--- config.mk ---
export PLATFORM = sky130hd
export DESIGN_NAME = seg_desc_loader
export DESIGN_NICKNAME = d
export VERILOG_FILES = /design/src/rtl/seg_ldr_pkg.sv /design/src/rtl/seg_sel_decode.sv /design/src/rtl/seg_desc_unpack.sv /design/src/rtl/seg_cache_file.sv /design/src/rtl/seg_desc_loader.sv
export SDC_FILE = /design/constraint.sdc
export NUM_CORES = 1
export LEC_CHECK = 0
export BUFFER_PORTS_ARGS = -buffer_cell sky130_fd_sc_hd__buf_2
export CORE_UTILIZATION = 60
export DETAILED_ROUTE_END_ITERATION = 10
export PLACE_DENSITY_LB_ADDON = 0.05
export SYNTH_ARGS = -nofsm -noshare
export SYNTH_HDL_FRONTEND = slang
export SYNTH_SLANG_ARGS = --single-unit
--- constraint.sdc ---
create_clock -name clk -period 13.8 [get_ports clk]
set_input_delay 0.69 -clock clk [delete_from_list [all_inputs] [get_ports clk]]
set_output_delay 0.69 -clock clk [all_outputs]
set_load 0.02 [all_outputs]
--- src/rtl/seg_ldr_pkg.sv ---
package seg_ldr_pkg;

  localparam int SEL_W  = 16;
  localparam int DESC_W = 64;

  typedef enum logic [1:0] {
    CAUSE_NONE        = 2'd0,
    CAUSE_NULL_CS_SS  = 2'd1,
    CAUSE_NOT_PRESENT = 2'd2,
    CAUSE_OVER_LIMIT  = 2'd3
  } cause_e;

  typedef enum logic [1:0] {
    ST_IDLE  = 2'd0,
    ST_CHECK = 2'd1,
    ST_WAIT  = 2'd2
  } ldr_state_e;

  typedef struct packed {
    logic [SEL_W-1:0] sel;
    logic [31:0]      base;
    logic [19:0]      limit;
    logic [3:0]       typ;
    logic             s;
    logic [1:0]       dpl;
    logic             avl;
    logic             db;
    logic             gran;
    logic             unusable;
  } seg_cache_t;

  localparam seg_cache_t CACHE_RST = '{unusable: 1'b1, default: '0};

endpackage

--- src/rtl/seg_sel_decode.sv ---
module seg_sel_decode #(
  parameter int ADDR_W = 32,
  parameter int TLIM_W = 16
)(
  input  logic [13:0]       sel_hi,
  input  logic [ADDR_W-1:0] gdt_base,
  input  logic [TLIM_W-1:0] gdt_lim,
  input  logic [ADDR_W-1:0] ldt_base,
  input  logic [TLIM_W-1:0] ldt_lim,
  output logic              is_null,
  output logic              over_limit,
  output logic [ADDR_W-1:0] desc_addr
);
  localparam int IDX_W = 13;
  localparam int OFF_W = IDX_W + 3;
  localparam int CMP_W = TLIM_W + OFF_W + 1;

  logic [IDX_W-1:0]  idx;
  logic              ti;
  logic [OFF_W-1:0]  off;
  logic [CMP_W-1:0]  last_byte;
  logic [CMP_W-1:0]  lim_ext;
  logic [ADDR_W-1:0] tbl_base;

  assign idx       = sel_hi[13:1];
  assign ti        = sel_hi[0];
  assign off       = {idx, 3'b000};
  assign last_byte = CMP_W'(off) + CMP_W'(7);
  assign lim_ext   = ti ? CMP_W'(ldt_lim) : CMP_W'(gdt_lim);
  assign tbl_base  = ti ? ldt_base : gdt_base;

  assign is_null    = (idx == '0) && !ti;
  assign over_limit = last_byte > lim_ext;
  assign desc_addr  = tbl_base + ADDR_W'(off);
endmodule

--- src/rtl/seg_desc_unpack.sv ---
module seg_desc_unpack
  import seg_ldr_pkg::*;
(
  input  logic [DESC_W-1:0] raw,
  output seg_cache_t        ent,
  output logic              present
);
  logic unused_rsvd;
  assign unused_rsvd = raw[53];

  always_comb begin
    ent          = '0;
    ent.limit    = {raw[51:48], raw[15:0]};
    ent.base     = {raw[63:56], raw[39:16]};
    ent.typ      = raw[43:40];
    ent.s        = raw[44];
    ent.dpl      = raw[46:45];
    ent.avl      = raw[52];
    ent.db       = raw[54];
    ent.gran     = raw[55];
    ent.unusable = 1'b0;
  end

  assign present = raw[47];
endmodule

--- src/rtl/seg_cache_file.sv ---
module seg_cache_file
  import seg_ldr_pkg::*;
#(
  parameter int NSEG = 6,
  localparam int SEGW = $clog2(NSEG)
)(
  input  logic            clk,
  input  logic            rst,
  input  logic            wr_en,
  input  logic [SEGW-1:0] wr_idx,
  input  seg_cache_t      wr_data,
  input  logic [SEGW-1:0] rd_idx,
  output seg_cache_t      rd_data,
  input  logic            acc_req,
  input  logic [SEGW-1:0] acc_idx,
  output logic            acc_trap
);
  seg_cache_t ent [NSEG];

  for (genvar g = 0; g < NSEG; g++) begin : g_ent
    always_ff @(posedge clk) begin
      if (rst) begin
        ent[g] <= CACHE_RST;
      end else if (wr_en && (int'(wr_idx) == g)) begin
        ent[g] <= wr_data;
      end
    end
  end

  always_ff @(posedge clk) begin
    if (rst) begin
      rd_data  <= CACHE_RST;
      acc_trap <= 1'b0;
    end else begin
      rd_data  <= (int'(rd_idx) < NSEG) ? ent[rd_idx] : CACHE_RST;
      acc_trap <= acc_req && (int'(acc_idx) < NSEG) && ent[acc_idx].unusable;
    end
  end
endmodule

--- src/rtl/seg_desc_loader.sv ---
module seg_desc_loader
  import seg_ldr_pkg::*;
#(
  parameter int NSEG      = 6,
  parameter int CODE_SEG  = 1,
  parameter int STACK_SEG = 2,
  parameter int ADDR_W    = 32,
  parameter int TLIM_W    = 16,
  localparam int SEGW     = $clog2(NSEG)
)(
  input  logic              clk,
  input  logic              rst,
  input  logic              cfg_we,
  input  logic              cfg_tbl,
  input  logic [ADDR_W-1:0] cfg_base,
  input  logic [TLIM_W-1:0] cfg_lim,
  input  logic              ld_req,
  input  logic [SEGW-1:0]   ld_seg,
  input  logic [15:0]       ld_sel,
  output logic              ld_busy,
  output logic              ld_done,
  output logic              ld_fault,
  output logic [1:0]        ld_cause,
  output logic              mem_req,
  output logic [ADDR_W-1:0] mem_addr,
  input  logic              mem_valid,
  input  logic [63:0]       mem_rdata,
  input  logic [SEGW-1:0]   rd_seg,
  output logic [15:0]       rd_sel,
  output logic [31:0]       rd_base,
  output logic [19:0]       rd_limit,
  output logic [3:0]        rd_type,
  output logic              rd_s,
  output logic [1:0]        rd_dpl,
  output logic              rd_avl,
  output logic              rd_db,
  output logic              rd_gran,
  output logic              rd_null,
  input  logic              acc_req,
  input  logic [SEGW-1:0]   acc_seg,
  output logic              acc_trap
);
  ldr_state_e        st;
  logic [SEGW-1:0]   seg_q;
  logic [15:0]       sel_q;
  logic [ADDR_W-1:0] gdt_base, ldt_base;
  logic [TLIM_W-1:0] gdt_lim, ldt_lim;

  logic              is_null, over_limit, present, cs_ss;
  logic [ADDR_W-1:0] desc_addr;
  seg_cache_t        desc_ent, wr_data, rd_ent;
  logic              wr_en;

  seg_sel_decode #(.ADDR_W(ADDR_W), .TLIM_W(TLIM_W)) i_dec (
    .sel_hi    (sel_q[15:2]),
    .gdt_base  (gdt_base),
    .gdt_lim   (gdt_lim),
    .ldt_base  (ldt_base),
    .ldt_lim   (ldt_lim),
    .is_null   (is_null),
    .over_limit(over_limit),
    .desc_addr (desc_addr)
  );

  seg_desc_unpack i_unp (
    .raw    (mem_rdata),
    .ent    (desc_ent),
    .present(present)
  );

  assign cs_ss = (int'(seg_q) == CODE_SEG) || (int'(seg_q) == STACK_SEG);

  // Cache write: a null data-segment load in CHECK, or a present descriptor in WAIT.
  assign wr_en = ((st == ST_CHECK) && is_null && !cs_ss) ||
                 ((st == ST_WAIT) && mem_valid && present);

  always_comb begin
    if (st == ST_CHECK) begin
      wr_data     = CACHE_RST;
      wr_data.sel = sel_q;
    end else begin
      wr_data          = desc_ent;
      wr_data.sel      = sel_q;
      wr_data.unusable = 1'b0;
    end
  end

  seg_cache_file #(.NSEG(NSEG)) i_cache (
    .clk     (clk),
    .rst     (rst),
    .wr_en   (wr_en),
    .wr_idx  (seg_q),
    .wr_data (wr_data),
    .rd_idx  (rd_seg),
    .rd_data (rd_ent),
    .acc_req (acc_req),
    .acc_idx (acc_seg),
    .acc_trap(acc_trap)
  );

  assign rd_sel   = rd_ent.sel;
  assign rd_base  = rd_ent.base;
  assign rd_limit = rd_ent.limit;
  assign rd_type  = rd_ent.typ;
  assign rd_s     = rd_ent.s;
  assign rd_dpl   = rd_ent.dpl;
  assign rd_avl   = rd_ent.avl;
  assign rd_db    = rd_ent.db;
  assign rd_gran  = rd_ent.gran;
  assign rd_null  = rd_ent.unusable;

  // Table base/limit registers
  always_ff @(posedge clk) begin
    if (rst) begin
      gdt_base <= '0;
      gdt_lim  <= '0;
      ldt_base <= '0;
      ldt_lim  <= '0;
    end else if (cfg_we) begin
      if (cfg_tbl) begin
        ldt_base <= cfg_base;
        ldt_lim  <= cfg_lim;
      end else begin
        gdt_base <= cfg_base;
        gdt_lim  <= cfg_lim;
      end
    end
  end

  // Load controller
  always_ff @(posedge clk) begin
    if (rst) begin
      st       <= ST_IDLE;
      seg_q    <= '0;
      sel_q    <= '0;
      ld_busy  <= 1'b0;
      ld_done  <= 1'b0;
      ld_fault <= 1'b0;
      ld_cause <= CAUSE_NONE;
      mem_req  <= 1'b0;
      mem_addr <= '0;
    end else begin
      ld_done  <= 1'b0;
      ld_fault <= 1'b0;
      ld_cause <= CAUSE_NONE;
      unique case (st)
        ST_IDLE: begin
          if (ld_req) begin
            seg_q   <= ld_seg;
            sel_q   <= ld_sel;
            ld_busy <= 1'b1;
            st      <= ST_CHECK;
          end
        end
        ST_CHECK: begin
          if (is_null) begin
            ld_busy <= 1'b0;
            st      <= ST_IDLE;
            if (cs_ss) begin
              ld_fault <= 1'b1;
              ld_cause <= CAUSE_NULL_CS_SS;
            end else begin
              ld_done <= 1'b1;
            end
          end else if (over_limit) begin
            ld_busy  <= 1'b0;
            ld_fault <= 1'b1;
            ld_cause <= CAUSE_OVER_LIMIT;
            st       <= ST_IDLE;
          end else begin
            mem_req  <= 1'b1;
            mem_addr <= desc_addr;
            st       <= ST_WAIT;
          end
        end
        ST_WAIT: begin
          if (mem_valid) begin
            mem_req <= 1'b0;
            ld_busy <= 1'b0;
            st      <= ST_IDLE;
            if (present) begin
              ld_done <= 1'b1;
            end else begin
              ld_fault <= 1'b1;
              ld_cause <= CAUSE_NOT_PRESENT;
            end
          end
        end
        default: st <= ST_IDLE;
      endcase
    end
  end
endmodule

==> run metrics <==
status finished, final reports clean; Clock Skew 20.5 ps; Mapped Cells 2390; initial core utilization 61.3%; cts bufs inserted 73; Leakage 13.3 nW; Max Cap Viol 0; H-tree depth 3; Hold Path Cell Cnt 2; post-synth top area share 47.2%; wire per inst 20.9 um; Critical Path AT 4900 ps; Synth Register Bits 709; gpl congestion 0.845; Final Hold Fails 0; leading area contributor after synthesis edfxtp_1; max-slew violation count 0; Worst Tran Pin Value 1270 ps; Fillers 3541; antenna-violating nets left 0; Syn Area/Cell 12.6 um^2; Global Route Usage Sum 27.8%; hold buffer count at CTS 0; overall power 4.70 mW; Tcrit/Tclk final 32.0%; Tmin final 4410 ps; Top FF cell, synth edfxtp_1; Worst-Skew Late Latency 610 ps; Yosys cell types 65; deepest clock path buffer count 3; VDD IR-drop max 103 uV; Worst-path clk slew 60 ps; CTS sink count 709; worst-path maximum fanout 54; critical path class reg -> reg; GRT overflow 0; I/O pin total 262; Worst Hold Launch acc_req; # setup viols final 0; DR vias/cell 5.73; Area contributors post-synth edfxtp_1 (47%), dfxtp_1 (16%), and2_1 (9.7%); Area growth syn-to-layout 14.1%; count leader, synth edfxtp_1; vias 19100; Rows 81; first-pass GRT wire length 107000 um; initial antenna violation count 14; asr flop ratio synth 0%; cell count of the worst reg-to-reg path 10; largest net degree at the start of global routing 81; CTS resizes 0; min-delay worst type in -> reg; Core Box Area 49300 um^2; Yosys warnings 0; PortBufs 260; clock root cell clkbuf_16; sum of negative setup slack 0 ps; # DRC 0; Worst slew margin 15.0%; R2R Path Start sel_q[2]; vias in the first global route 19300; Post-Route WL 69500 um; power per cell area 137 nW/um^2; full die area 51200 um^2; # Post-CTS Setup Buffers 0; Crit. End Element register; die height 226 um; drt initial violations 1197; fmax 227 MHz; layout net count 2770; worst reg-to-reg setup slack 9390 ps; syn nets 2565; RSZ-0062 raised after global routing false; Syn Std Cell Area 30200 um^2; r2r endpoint mem_addr[28]; width of the die 226 um; hold path endpoint i_cache.acc_trap; Final HPWL DP 39400 um; Critical Path Source Type register; Place WS 9330 ps; EDFF count, synth 474; layout cells sized above 1 19.7%; Layout Utilization 69.9%; WP data required 14290 ps; Final WS setup 9390 ps; final hold slack 326 ps; TritonRoute pass-1 iters 5; CTS tree built; sequential share of the synthesized area 62.8%; Synth top cells by count edfxtp_1 (474), and2_1 (466), nand2_1 (273)
[per-layer routing]
| metal | GRT usage, % | up-vias | part of all wire (%) |
|---|---|---|---|
| met5 | 0 | - | 0.11 |
| met4 | 9.07 | 12 | 2.7 |
| met3 | 5.59 | 120 | 6.9 |
| met2 | 47.6 | 567 | 50 |
| met1 | 35.5 | 9444 | 40 |
| li1 | - | 8927 | - |
[worst max-delay path, stage by stage, from the launching register on]
cell,delay [ps]
dfxtp_2,660
buf_4,680
mux2_2,440
ha_1,360
a21oi_1,130
and2_1,180
a211oi_1,780
o211ai_1,290
a211o_1,350
or2_0,200
a41o_1,230
[cells by family after synthesis]
| family | after synthesis | share of synthesized area [%] |
|---|---|---|
| mux | 218 | 10.6 |
| xor+xnor | 26 | 0.755 |
| simple gates | 932 | 16.2 |
| fa+ha+maj | 31 | 1.31 |
| buf+inv | 180 | 2.31 |
| compound gates | 294 | 6.11 |
| flops | 709 | 62.8 |
[report_power, final]
| group | switching (mW) | internal [mW] | total (mW) | leakage, nW |
|---|---|---|---|---|
| clock | 0.804 | 1.12 | 1.93 | 1.14 |
| combinational | 0.242 | 0.139 | 0.381 | 5.40 |
| sequential | 0.0443 | 2.35 | 2.40 | 6.80 |
[flip-flops by register name, summed over array words and instances, names as in the netlist, 2 cells and up]
name and count:
gdt_base 32, gdt_lim 16, i_cache.ent 474, i_cache.rd_data 79, ld_cause 2, ldt_base 32, ldt_lim 16, mem_addr 32
seg_q 3, sel_q 16, st 2
[cell type report]
type / count / area (um^2) / area share (%)
multi-input combinational: 1501 / 10700 / 31.0
sequential: 709 / 18900 / 55.0
clock buffer: 107 / 2110 / 6.13
tap: 664 / 831 / 2.41
clock inverter: 28 / 238 / 0.690
inverter: 22 / 82.6 / 0.240
timing repair buffer: 288 / 1530 / 4.44
antenna: 8 / 20.0 / 0.0581
[per-stage QoR]
stage / std cells / area (um^2)
CTS: 3319 / 34400
global route: 3323 / 34400
global placement: 3184 / 32100
finish: 3327 / 34400
floorplan: 2390 / 30200
detailed placement: 3184 / 32100
[how the worst max path moves through the flow]
stage	end	slack (ps)	start	cells after the start
floorplan	i_cache.ent[0][0]	3590	sel_q[2]	5
global placement	mem_addr[28]	9360	sel_q[2]	10
detailed placement	mem_addr[28]	9330	sel_q[2]	10
CTS	mem_addr[28]	9320	sel_q[2]	10
global route	mem_addr[28]	9130	sel_q[2]	10
finish	mem_addr[28]	9390	sel_q[2]	10
[layout by cell type, fill, tap and decap left out, drive strengths merged, types with 3 or more instances in the layout]
cell      netlist  final
nand2         273    273
mux2i         121    121
clkbuf        121    107
nand3b          6      6
xor2           18     18
ha             30     30
a211oi         87     87
inv            22     25
buf            37    288
a21o           12     12
bufinv          0      3
or3             3      3
dfxtp         235    235
clkinv          0     17
xnor2           8      8
a21oi         138    138
o21ai          16     16
nor4            6      6
nand3          14     14
o22ai          14     14
or2             4      4
nand2b          6      6
nor3           14     14
nor2          120    120
clkinvlp        0      5
and2          466    466
mux4           80     80
edfxtp        474    474
mux2           17     17
nand4           4      4
a31oi           4      4
diode           0      8
and3            5      5
nor2b           4      4
No activity file was read; power rests on OpenSTA's default activity.
